--- src/rtl/pid_pkg.sv ---
package pid_pkg;
    localparam int CODE_W = 4;

    // Codes 1 and 2 fold onto codes 8 and 9; every other code passes through.
    function automatic logic [CODE_W-1:0] fold_code(input logic [CODE_W-1:0] c);
        return (c != '0 && c <= 4'd2) ? c + 4'd7 : c;
    endfunction
endpackage

--- src/rtl/pid_rate_decode.sv ---
module pid_rate_decode
    import pid_pkg::*;
#(
    parameter int CNT_W = 15
) (
    input  logic [CODE_W-1:0] rate_code,
    input  logic              pie,
    output logic              active_o,
    output logic [CNT_W-1:0]  mask_o
);
    logic [CODE_W-1:0] eff_code;
    logic [CODE_W-1:0] shamt;

    always_comb begin
        eff_code = fold_code(rate_code);
        shamt    = eff_code - 4'd1;
        active_o = pie && (rate_code != '0);
    end

    // Low 'shamt' bits of the mask are set: mask = period - 1.
    for (genvar i = 0; i < CNT_W; i++) begin : g_mask
        assign mask_o[i] = (32'(shamt) > i);
    end
endmodule

--- src/rtl/pid_prescaler.sv ---
module pid_prescaler #(
    parameter int CNT_W = 15
) (
    input  logic             clk,
    input  logic             rst_n,
    input  logic             tick_en,
    output logic [CNT_W-1:0] cnt_o,
    output logic [CNT_W-1:0] cnt_inc_o
);
    typedef struct packed {
        logic [CNT_W-1:0] cnt;
    } pre_state_t;

    pre_state_t st_d, st_q;

    always_comb begin
        st_d      = st_q;
        cnt_inc_o = st_q.cnt + 1'b1;
        if (tick_en) begin
            st_d.cnt = cnt_inc_o;
        end
    end

    always_ff @(posedge clk or negedge rst_n) begin
        if (!rst_n) begin
            st_q <= '0;
        end else begin
            st_q <= st_d;
        end
    end

    assign cnt_o = st_q.cnt;
endmodule

--- src/rtl/pid_boundary.sv ---
module pid_boundary #(
    parameter int CNT_W = 15
) (
    input  logic             clk,
    input  logic             rst_n,
    input  logic             tick_en,
    input  logic             active,
    input  logic [CNT_W-1:0] mask,
    input  logic [CNT_W-1:0] cnt_inc,
    output logic             pulse_o
);
    typedef struct packed {
        logic pulse;
    } bnd_state_t;

    bnd_state_t st_d, st_q;

    always_comb begin
        st_d       = st_q;
        st_d.pulse = tick_en && active && ((cnt_inc & mask) == '0);
    end

    always_ff @(posedge clk or negedge rst_n) begin
        if (!rst_n) begin
            st_q <= '0;
        end else begin
            st_q <= st_d;
        end
    end

    assign pulse_o = st_q.pulse;
endmodule

--- src/rtl/periodic_irq_div.sv ---
module periodic_irq_div
    import pid_pkg::*;
#(
    parameter int CNT_W = 15
) (
    input  logic              clk,
    input  logic              rst_n,
    input  logic              tick_en,
    input  logic [CODE_W-1:0] rate_code,
    input  logic              pie,
    output logic              periodic_pulse
);
    logic             active_w;
    logic [CNT_W-1:0] mask_w;
    logic [CNT_W-1:0] cnt_w;
    logic [CNT_W-1:0] cnt_inc_w;

    pid_rate_decode #(.CNT_W(CNT_W)) u_dec (
        .rate_code (rate_code),
        .pie       (pie),
        .active_o  (active_w),
        .mask_o    (mask_w)
    );

    pid_prescaler #(.CNT_W(CNT_W)) u_pre (
        .clk       (clk),
        .rst_n     (rst_n),
        .tick_en   (tick_en),
        .cnt_o     (cnt_w),
        .cnt_inc_o (cnt_inc_w)
    );

    pid_boundary #(.CNT_W(CNT_W)) u_bnd (
        .clk     (clk),
        .rst_n   (rst_n),
        .tick_en (tick_en),
        .active  (active_w),
        .mask    (mask_w),
        .cnt_inc (cnt_inc_w),
        .pulse_o (periodic_pulse)
    );
endmodule

--- config.mk ---
export PLATFORM = sky130hd
export DESIGN_NAME = periodic_irq_div
export DESIGN_NICKNAME = d
export VERILOG_FILES = /design/src/rtl/pid_pkg.sv /design/src/rtl/pid_rate_decode.sv /design/src/rtl/pid_prescaler.sv /design/src/rtl/pid_boundary.sv /design/src/rtl/periodic_irq_div.sv
export SDC_FILE = /design/constraint.sdc
export NUM_CORES = 1
export LEC_CHECK = 0
export ABC_AREA = 1
export CAP_MARGIN = 20
export CORE_MARGIN = 1.5
export CORE_UTILIZATION = 39
export DETAILED_ROUTE_END_ITERATION = 12
export DONT_BUFFER_PORTS = 1
export GPL_TIMING_DRIVEN = 0
export PLACE_DENSITY = 0.52
export SLEW_MARGIN = 25
export SYNTH_ARGS = -nofsm -noshare
export SYNTH_HDL_FRONTEND = slang
export SYNTH_SLANG_ARGS = --single-unit
--- constraint.sdc ---
create_clock -name clk -period 1.7 [get_ports clk]
set_clock_uncertainty 0.05 [all_clocks]
set_input_delay 0.085 -clock clk [delete_from_list [all_inputs] [get_ports clk]]
set_output_delay 0.085 -clock clk [all_outputs]
set_load 0.01 [all_outputs]
==> results of run 1 <==
[final timing paths]
kind	end	start	slack, ns
setup / recovery	u_bnd.pulse_o$_DFF_PN0_	u_pre.cnt_o[0]$_DFFE_PN0P_	0.02
hold / removal	u_bnd.pulse_o$_DFF_PN0_	rate_code[2]	0.16
setup reg to reg	u_bnd.pulse_o$_DFF_PN0_	u_pre.cnt_o[0]$_DFFE_PN0P_	0.02
hold reg to reg	u_pre.cnt_o[5]$_DFFE_PN0P_	u_pre.cnt_o[5]$_DFFE_PN0P_	0.53
max in group asynchronous	u_pre.cnt_o[2]$_DFFE_PN0P_	rst_n	0.86
min in group asynchronous	u_pre.cnt_o[9]$_DFFE_PN0P_	rst_n	0.24
[stage by stage]
step | hold WS, ns | cell area, sq um | util [%] | cells
floorplan | -0.261 | 1360 | - | 201
global placement | -0.260 | 1420 | 45.2 | 245
detailed placement | -0.260 | 1420 | 45.2 | 245
CTS | 0.130 | 1550 | 49.5 | 257
global route | 0.153 | 1580 | 50.5 | 259
finish | 0.157 | 1580 | 50.5 | 259
[synth_stat cells, types with 3 or more instances]
library cell | n | area (sq um)
xor2_1 | 10 | 87.6
nor3_1 | 4 | 20.0
nand3_2 | 3 | 30.0
nand4_1 | 6 | 37.5
nand2_1 | 66 | 248
o21ai_0 | 13 | 65.1
ha_1 | 7 | 87.6
inv_1 | 30 | 113
nand3_1 | 15 | 75.1
nor2_1 | 13 | 48.8
dfrtp_1 | 16 | 400
a21oi_1 | 5 | 25.0
[cell type report]
cell class / instances / area [sq um]
Clock buffer: 4 / 36.3
Fill cell: 329 / 1550
Tap cell: 44 / 55.1
Inverter: 31 / 121
Buffer: 2 / 7.51
Timing Repair Buffer: 10 / 90.1
Multi-Input combinational cell: 152 / 868
Sequential cell: 16 / 402
[cell usage in the layout (no fill, tap or decap)]
master,instances
nand4_1,6
inv_1,24
nand2_2,4
ha_1,3
clkbuf_8,1
ha_4,2
nor2_4,2
inv_6,1
nand3b_1,1
inv_2,5
nand3_4,2
a21oi_1,5
nor3_1,4
buf_6,2
nand3_1,14
o21ai_0,12
clkinv_1,1
buf_4,5
dfrtp_1,15
o21bai_1,2
nand3_2,2
dfrtp_2,1
xor2_2,1
nand2_1,64
xor2_1,9
clkbuf_4,3
dlygate4sd3_1,3
o21ai_1,2
o211ai_1,1
clkbuf_1,2
nor2_1,11
ha_2,2
nor2_2,3
[kinds of logic (layout without fill, tap and decap cells)]
| kind of cell | count (synthesis) | count (layout) | share of synthesized area [%] |
|---|---|---|---|
| adders and majority gates | 7 | 7 | 6.61 |
| AOI/OAI and AO/OA | 22 | 22 | 8.88 |
| xor gates and xnor gates | 10 | 10 | 6.61 |
| and+or+nand+nor | 113 | 113 | 38.3 |
| buffers and inverters | 33 | 47 | 9.35 |
| DFF | 16 | 16 | 30.2 |
[routing by layer]
metal  vias to the layer above  part of all wire (%)  track usage (%)
met5                         -                     0                0
met4                         0                  0.94             6.52
met3                         4                   2.4             3.57
met2                        14                    49             32.5
met1                       589                    48             23.7
li1                        668                     -                -
[registers in the layout, indices dropped and copies added (netlist names)]
register / cells
u_bnd.pulse_o: 1
u_pre.cnt_o: 15
[worst max-delay path: stages, from the launching register on]
cell and delay (ns):
dfrtp_1 0.40, ha_2 0.23, nand3_4 0.10, inv_2 0.09, nand3_1 0.09, xor2_1 0.19, nand2_1 0.08, nand2_1 0.08
nand2_1 0.05, nand3_1 0.08, nand2_1 0.05, inv_1 0.07, nor2_2 0.04
[timing repair]
| item | in CTS | in global routing |
|---|---|---|
| hold buffers | 3 | 0 |
| pin swaps | 3 | 1 |
| endpoints found under the hold margin | 18 | 0 |
| endpoints found under the setup margin | 1 | 1 |
| buffers inserted | 5 | 2 |
| resized for setup | 8 | 4 |
[where the power goes]
| group | internal, mW | switching, mW |
|---|---|---|
| Combinational | 0.292 | 0.388 |
| Sequential | 0.482 | 0.108 |
| Clock | 0.131 | 0.134 |
| Total | 0.904 | 0.630 |
==> impl_metrics.py, run 1 <==
metrics = {
    "status": {
        "outcome": "complete, no violations",
    },
    "drt": {
        "route.detailed.drc": 0,
        "routedWlPerCell_microns": 11.9,
        "drt-pass1-iter-count": 4,
        "vias": 1275,
        "routed_wl_microns": 3080,
        "vias_per_cell": 4.92,
        "drt_iter0_drc": 50,
        "ant_nets": 0,
    },
    "yosys": {
        "syn-num-nets": 216,
        "synth-edff-count": 0,
        "synth_ff_type": "dfrtp_1",
        "synth_area_sq_um": 1330,
        "ys_ff_latch": 16,
        "yosys.cell_types.count": 21,
        "yosysWarnings": 0,
        "avgSynthCellArea_sq_um": 6.59,
        "syn_inst": 201,
        "seq_area_frac_synth_pct": 30.2,
        "async_flop_share_pct": 100,
    },
    "placement": {
        "portBuffers": 0,
        "gp_congestion": 0.815,
        "place_hpwl_microns": 2460,
        "dp_slack_ns": -0.235,
    },
    "clock_network": {
        "numCtsBuffers": 3,
        "cts_tree": "yes",
        "clk_latency_ns": 0.29,
        "clock-sinks": 16,
        "h-tree-depth": 1,
        "clk_pin_slew_ns": 0.10,
        "root_buffer": "clkbuf_4",
        "clk_path_buf_depth": 2,
    },
    "floorplan": {
        "ios": 9,
        "initial_core_util_pct": 42.4,
        "die_area_sq_um": 3760,
        "coreArea_sq_um": 3130,
        "die_h_microns": 61.3,
        "die_w_microns": 61.3,
        "rows": 20,
    },
    "timing": {
        "timing.final.crit_period_ns": 1.68,
        "tns_ns": 0,
        "finalWorstSetupSlack_ns": 0.0159,
        "finalSetupViolCount": 0,
        "fmax_mhz": 594,
        "relSlewSlack_pct": 50.7,
        "final-hold-violation-count": 0,
        "tightest_slew_ns": 0.737,
        "final_max_slew_viol_count": 0,
        "rsz0062_at_grt": "true",
        "finalCritPeriodShare_pct": 99.1,
    },
    "grt": {
        "grt_use_total_pct": 18.9,
        "grt_pass1_vias": 1189,
        "grt_pass1_wl_microns": 5200,
        "grt_max_degree": 17,
        "gr-total-overflow": 0,
        "antenna_found_initial": 0,
    },
    "worst_setup_path": {
        "worstSetupStartpointType": "flop",
        "worstRegToRegCells": 12,
        "worstSetupEndpointType": "flop",
        "worstSetupPathType": "flop to flop",
        "critPathMaxFanout": 4,
        "arrival_ns": 1.83,
        "crit_required_ns": 1.85,
    },
    "final_layout": {
        "drive_gt1_share_pct": 16.7,
        "nets": 231,
        "area_growth_pct": 19.3,
        "diodes": 0,
    },
    "run": {
        "maxCapViolCount": 0,
    },
    "min_path": {
        "hold_class": "input port to flop",
        "min_path_cells": 7,
    },
    "pwr": {
        "power.density_nw_per_um2": 971,
        "irDropWorstVdd_uv": 742,
        "finalPower_mw": 1.53,
        "power_leakage_nw": 0.749,
    },
}
Note: power is estimated with default switching activity, not from simulation.
==> inputs of run 2 (changes only) <==
--- a/config.mk
+++ b/config.mk
@@ -5,7 +5,6 @@
 export SDC_FILE = /design/constraint.sdc
 export NUM_CORES = 1
 export LEC_CHECK = 0
-export ABC_AREA = 1
 export CAP_MARGIN = 20
 export CORE_MARGIN = 1.5
 export CORE_UTILIZATION = 39
==> constraint.sdc (replaced) <==
create_clock -name clk -period 1.7 [get_ports clk]
set_clock_uncertainty 0.05 [all_clocks]
set_input_delay 0.085 -clock clk [delete_from_list [all_inputs] [get_ports clk]]
set_output_delay 0.085 -clock clk [all_outputs]
set_load 0.005 [all_outputs]
==> run 2 against run 1 <==
The run now ends with setup timing left. Sequential power is 10% lower. Cell count is 17% lower. Synthesized cell count is 25% lower. Worst hold slack worse by 0.11 ns. Clock power hardly changed. Cell area is 9.6% higher. Utilization is 0.97 points higher. Synthesized area is 4.0% higher. First-iteration DRC count is 20% higher. Largest cell class unchanged. Highest routed layer is now met3.
==> impl_metrics.py, run 2 <==
metrics = {
    "status": {
        "outcome": "complete, but fails checks",
        "violations": "setup timing",
    },
    "floorplan": {
        "rows": 21,
        "ios": 9,
        "coreArea_sq_um": 3360,
        "die_w_microns": 62.4,
        "die_h_microns": 62.4,
        "initial_core_util_pct": 41.0,
        "die_area_sq_um": 3900,
    },
    "drt": {
        "vias": 1101,
        "drt-pass1-iter-count": 4,
        "vias_per_cell": 5.12,
        "routedWlPerCell_microns": 13.1,
        "drt_iter0_drc": 60,
        "ant_nets": 0,
        "route.detailed.drc": 0,
        "routed_wl_microns": 2820,
    },
    "final_layout": {
        "nets": 185,
        "area_growth_pct": 25.7,
        "largest_reg_flops": 15,
        "diodes": 0,
        "fin_area_sq_um": 1730,
        "final_util_pct": 51.5,
        "final_cell_mix": "buf_4, xor2_1, nand2_1",
        "instances_no_fill": 215,
        "drive_gt1_share_pct": 33.7,
        "layout_commonest_cell": "buf_4",
        "fillers": 336,
    },
    "yosys": {
        "netlist_top_cells_count": "dfrtp_1, xor2_1, nand2_1, xnor2_1, nor2_1",
        "async_flop_share_pct": 100,
        "yosysTopAreaCell": "dfrtp_1",
        "synth.area.top_cells": "dfrtp_1, xor2_1, xnor2_1, ha_1, nand2_1",
        "yosysWarnings": 0,
        "synth_area_sq_um": 1380,
        "synth-edff-count": 0,
        "synth_top_area_share_pct": 29.1,
        "ys_ff_latch": 16,
        "syn_inst": 151,
        "yosys.cell_types.count": 44,
        "syn-num-nets": 166,
        "synthMostInstantiatedCell": "dfrtp_1",
        "seq_area_frac_synth_pct": 29.1,
        "avgSynthCellArea_sq_um": 9.12,
        "synth_ff_type": "dfrtp_1",
    },
    "placement": {
        "dpl-instance-area_sq_um": 1500,
        "place_hpwl_microns": 2050,
        "place_inst": 197,
        "portBuffers": 0,
        "gp_congestion": 0.819,
    },
    "clock_network": {
        "h-tree-depth": 1,
        "numCtsBuffers": 3,
        "clk_pin_slew_ns": 0.10,
        "clk_latency_ns": 0.29,
        "clk_path_buf_depth": 2,
        "cts_tree": "yes",
        "root_buffer": "clkbuf_4",
        "clock-sinks": 16,
    },
    "timing": {
        "final_max_slew_viol_count": 0,
        "fmax_mhz": 493,
        "tightest_slew_ns": 0.733,
        "final-hold-violation-count": 0,
        "rsz0062_at_grt": "true",
        "relSlewSlack_pct": 51.0,
        "timing.final.crit_period_ns": 2.03,
        "finalCritPeriodShare_pct": 119,
        "finalWorstSetupSlack_ns": -0.327,
        "hold_slack_ns": 0.0439,
        "finalSetupViolCount": 1,
    },
    "worst_setup_path": {
        "worstSetupEndpointType": "flop",
        "worstSetupStartpointType": "flop",
        "arrival_ns": 2.18,
        "worstSetupPathType": "flop to flop",
        "crit_required_ns": 1.85,
        "r2r_slack_ns": -0.33,
        "timing.rr.start": "u_pre.cnt_o[5]$_DFFE_PN0P_",
        "worstRegToRegCells": 7,
        "reg2reg_to": "u_bnd.pulse_o$_DFF_PN0_",
        "critPathMaxFanout": 9,
        "cp-startpoint": "u_pre.cnt_o[5]$_DFFE_PN0P_",
    },
    "run": {
        "maxCapViolCount": 0,
    },
    "pwr": {
        "power_leakage_nw": 0.733,
        "irDropWorstVdd_uv": 344,
        "power.density_nw_per_um2": 1010,
        "finalPower_mw": 1.75,
    },
    "min_path": {
        "holdPathEnd": "u_bnd.pulse_o$_DFF_PN0_",
        "worstHoldStart": "rate_code[0]",
        "hold_class": "input port to flop",
        "min_path_cells": 3,
    },
    "grt": {
        "antenna_found_initial": 0,
        "grt_pass1_vias": 1082,
        "gr-total-overflow": 0,
        "grt_max_degree": 17,
        "grt_use_total_pct": 15.7,
        "grt_pass1_wl_microns": 4970,
    },
}
==> run 2: cells by family after synthesis <==
family                   share of synthesized area (%)
flip-flops                                        29.1
buffers and inverters                             7.17
XOR/XNOR                                          18.3
multiplexers                                     0.817
adder cells (fa/ha/maj)                           6.36
AND/OR/NAND/NOR                                   27.4
AO/OA/AOI/OAI                                     10.8
==> run 2: worst max path at each step <==
stage	end	slack, ns	depth (start not counted)
2_1_floorplan	u_bnd.pulse_o$_DFF_PN0_	-0.42	10
3_3_place_gp	u_bnd.pulse_o$_DFF_PN0_	-0.62	7
3_5_place_dp	u_bnd.pulse_o$_DFF_PN0_	-0.64	10
4_1_cts	u_bnd.pulse_o$_DFF_PN0_	-0.33	10
5_1_grt	u_bnd.pulse_o$_DFF_PN0_	-0.46	13
6_report	u_bnd.pulse_o$_DFF_PN0_	-0.33	7
==> run 2: worst max-delay path, cell delays in order, from the launching register on <==
cell	delay [ns]
dfrtp_1	0.35
clkbuf_8	0.16
nand3_2	0.11
or3_4	0.41
xnor2_1	0.13
a222oi_1	0.31
nand3_1	0.14
a221oi_2	0.27
==> run 2: layout make-up <==
class | count | area (sq um) | share of cell area (%)
Clock buffer | 4 | 36.3 | 2.10
Buffer | 9 | 73.8 | 4.26
Multi-Input combinational cell | 119 | 1020 | 58.7
Sequential cell | 16 | 407 | 23.5
Inverter | 6 | 26.3 | 1.52
Tap cell | 46 | 57.6 | 3.32
Timing Repair Buffer | 15 | 115 | 6.65
==> run 2: what timing repair did <==
action | CTS | global route
setup buffers | 12 | 2
hold buffers | 1 | 0
endpoints found under the hold margin | 16 | 0
gates cloned | 0 | 0
resized for setup | 11 | 8
pin swaps | 16 | 7
endpoints found under the setup margin | 3 | 4
==> run 2: metrics by stage <==
stage               setup slack, ns  setup TNS [ns]
floorplan                    -0.416          -0.416
global placement             -0.623          -0.769
detailed placement           -0.637          -0.797
CTS                          -0.327          -0.327
global route                 -0.460          -0.460
finish                       -0.327          -0.327
==> run 2: power breakdown <==
group / switching [mW] / total (mW) / internal (mW)
logic: 0.479 / 0.962 / 0.483
registers: 0.0609 / 0.530 / 0.469
clock network: 0.132 / 0.263 / 0.130
total: 0.672 / 1.75 / 1.08
==> run 2: routing by layer <==
metal	part of all wire (%)	global-route usage, %
met1	49	20.0
met2	49	28.0
met3	1.9	2.88
met4	0	2.50
met5	0	0
==> inputs of run 3 (changes only) <==
--- a/config.mk
+++ b/config.mk
@@ -7,11 +7,11 @@
 export LEC_CHECK = 0
 export CAP_MARGIN = 20
 export CORE_MARGIN = 1.5
-export CORE_UTILIZATION = 39
+export CORE_UTILIZATION = 55
 export DETAILED_ROUTE_END_ITERATION = 12
 export DONT_BUFFER_PORTS = 1
 export GPL_TIMING_DRIVEN = 0
-export PLACE_DENSITY = 0.52
+export PLACE_DENSITY = 0.73
 export SLEW_MARGIN = 25
 export SYNTH_ARGS = -nofsm -noshare
 export SYNTH_HDL_FRONTEND = slang
==> run 3 against run 2 <==
Combinational power hardly changed. Clock power hardly changed. Wire length is 6.4% higher. Count of clock-buffer cells in the layout stayed put. The run still ends with setup timing left.
==> impl_metrics.py, run 3 (same netlist as run 2, synthesis figures left out) <==
metrics = {
    "status": {
        "outcome": "complete, but fails checks",
        "violations": "setup timing",
    },
    "worst_setup_path": {
        "critPathMaxFanout": 5,
        "worstRegToRegCells": 7,
        "worstSetupPathType": "flop to flop",
        "cp-startpoint": "u_pre.cnt_o[0]$_DFFE_PN0P_",
        "arrival_ns": 2.19,
        "critical_path.endpoint": "u_bnd.pulse_o$_DFF_PN0_",
        "reg2reg_to": "u_bnd.pulse_o$_DFF_PN0_",
        "timing.rr.start": "u_pre.cnt_o[0]$_DFFE_PN0P_",
        "r2r_slack_ns": -0.32,
        "worstSetupEndpointType": "flop",
        "worstSetupStartpointType": "flop",
        "crit_required_ns": 1.87,
    },
    "drt": {
        "drt-pass1-iter-count": 4,
        "drt_iter0_drc": 43,
        "vias_per_cell": 5.91,
        "ant_nets": 0,
        "route.detailed.drc": 0,
        "routed_wl_microns": 3000,
        "routedWlPerCell_microns": 15.2,
        "vias": 1165,
    },
    "final_layout": {
        "drive_gt1_share_pct": 29.0,
        "area_growth_pct": 20.9,
        "final_cell_mix": "xor2_1, nand2_1, buf_4, xnor2_1, dfrtp_1",
        "fillers": 176,
        "nets": 185,
        "diodes": 0,
        "layout_commonest_cell": "xor2_1",
        "largest_reg_flops": 15,
    },
    "floorplan": {
        "ios": 9,
        "die_w_microns": 53.0,
        "rows": 17,
        "die_area_sq_um": 2810,
        "coreArea_sq_um": 2300,
        "die_h_microns": 53.0,
        "initial_core_util_pct": 60.0,
    },
    "min_path": {
        "min_path_cells": 4,
        "hold_class": "input port to flop",
    },
    "grt": {
        "top_usage_layer": "met2",
        "grtUsageMet3_pct": 5.37,
        "grt_use_met1_pct": 29.6,
        "antenna_found_initial": 0,
        "gr-total-overflow": 0,
        "grt_use_total_pct": 24.7,
        "grt_pass1_wl_microns": 5000,
        "grt_pass1_vias": 1125,
        "grtUsageMet2_pct": 41.3,
        "grt_max_degree": 17,
    },
    "clock_network": {
        "root_buffer": "clkbuf_4",
        "clk_path_buf_depth": 2,
        "clk_pin_slew_ns": 0.11,
        "h-tree-depth": 1,
        "numCtsBuffers": 3,
        "cts_tree": "yes",
        "clk_latency_ns": 0.30,
        "clock-sinks": 16,
    },
    "timing": {
        "finalWorstSetupSlack_ns": -0.318,
        "fmax_mhz": 495,
        "tns_ns": -0.318,
        "hold_slack_ns": 0.0595,
        "final_max_slew_viol_count": 0,
        "rsz0062_at_grt": "true",
        "timing.final.crit_period_ns": 2.02,
        "finalSetupViolCount": 1,
        "tightest_slew_ns": 0.705,
        "finalCritPeriodShare_pct": 119,
        "final-hold-violation-count": 0,
        "relSlewSlack_pct": 52.8,
    },
    "pwr": {
        "power.density_nw_per_um2": 1050,
        "irDropWorstVdd_uv": 1180,
        "power_leakage_nw": 0.724,
    },
    "placement": {
        "place_hpwl_microns": 2050,
        "portBuffers": 0,
        "gp_congestion": 0.843,
    },
    "run": {
        "maxCapViolCount": 0,
    },
}
==> run 3: critical path, cell delays in order, from the launching register on <==
cell and delay (ns):
dfrtp_2 0.44, ha_4 0.17, and3_1 0.24, xnor2_1 0.24
nand3b_1 0.14, nor4_2 0.32, o211ai_1 0.15, a221oi_2 0.17
==> run 3: final cells by class <==
class | count | area, sq um | share of cell area (%)
Buffer | 9 | 72.6 | 4.36
Clock buffer | 4 | 36.3 | 2.18
Inverter | 6 | 22.5 | 1.35
Multi-Input combinational cell | 119 | 971 | 58.3
Sequential cell | 16 | 405 | 24.3
Tap cell | 28 | 35.0 | 2.10
Timing Repair Buffer | 15 | 123 | 7.36
==> run 3: report_power, final <==
part	leakage, nW	internal, mW	switching [mW]
Clock	0.0210	0.131	0.130
Sequential	0.206	0.469	0.0583
Combinational	0.497	0.479	0.480
==> run 3: metrics by stage <==
stage                     instance area (sq um)  power (mW)  util [%]  worst slack [ns]  cells
final                                      1670        1.75      72.5            -0.318    197
after global routing                       1670        1.88      72.5            -0.422    197
after CTS                                  1660        1.73      72.1            -0.285    196
after detailed placement                   1480        1.31      64.2            -0.641    179
after global placement                     1480        1.29      64.2            -0.580    179
after floorplan                            1440        1.19         -            -0.416    151
==> run 3: worst min-delay path by stage <==
stage	startpoint	end	slack, ns
floorplan	rst_n	u_bnd.pulse_o$_DFF_PN0_	-0.26
global placement	rst_n	u_pre.cnt_o[3]$_DFFE_PN0P_	-0.26
detailed placement	rst_n	u_pre.cnt_o[3]$_DFFE_PN0P_	-0.26
CTS	pie	u_bnd.pulse_o$_DFF_PN0_	0.05
global route	pie	u_bnd.pulse_o$_DFF_PN0_	0.07
finish	pie	u_bnd.pulse_o$_DFF_PN0_	0.06
==> run 3: routing by layer <==
layer / routed length (microns) / vias to the layer above / part of all wire (%)
met4: 69 / 0 / 2.3
met3: 93 / 8 / 3.1
li1: - / 568 / -
met1: 1320 / 570 / 44
met2: 1510 / 19 / 50
met5: 0 / - / 0
==> run 3: timing repair <==
action | 4_1_cts | 5_1_grt
hold endpoints to repair | 17 | 0
gates resized for setup | 8 | 1
endpoints found under the setup margin | 4 | 3
pin swaps | 11 | 3
hold buffers | 4 | 0
setup buffers | 10 | 1
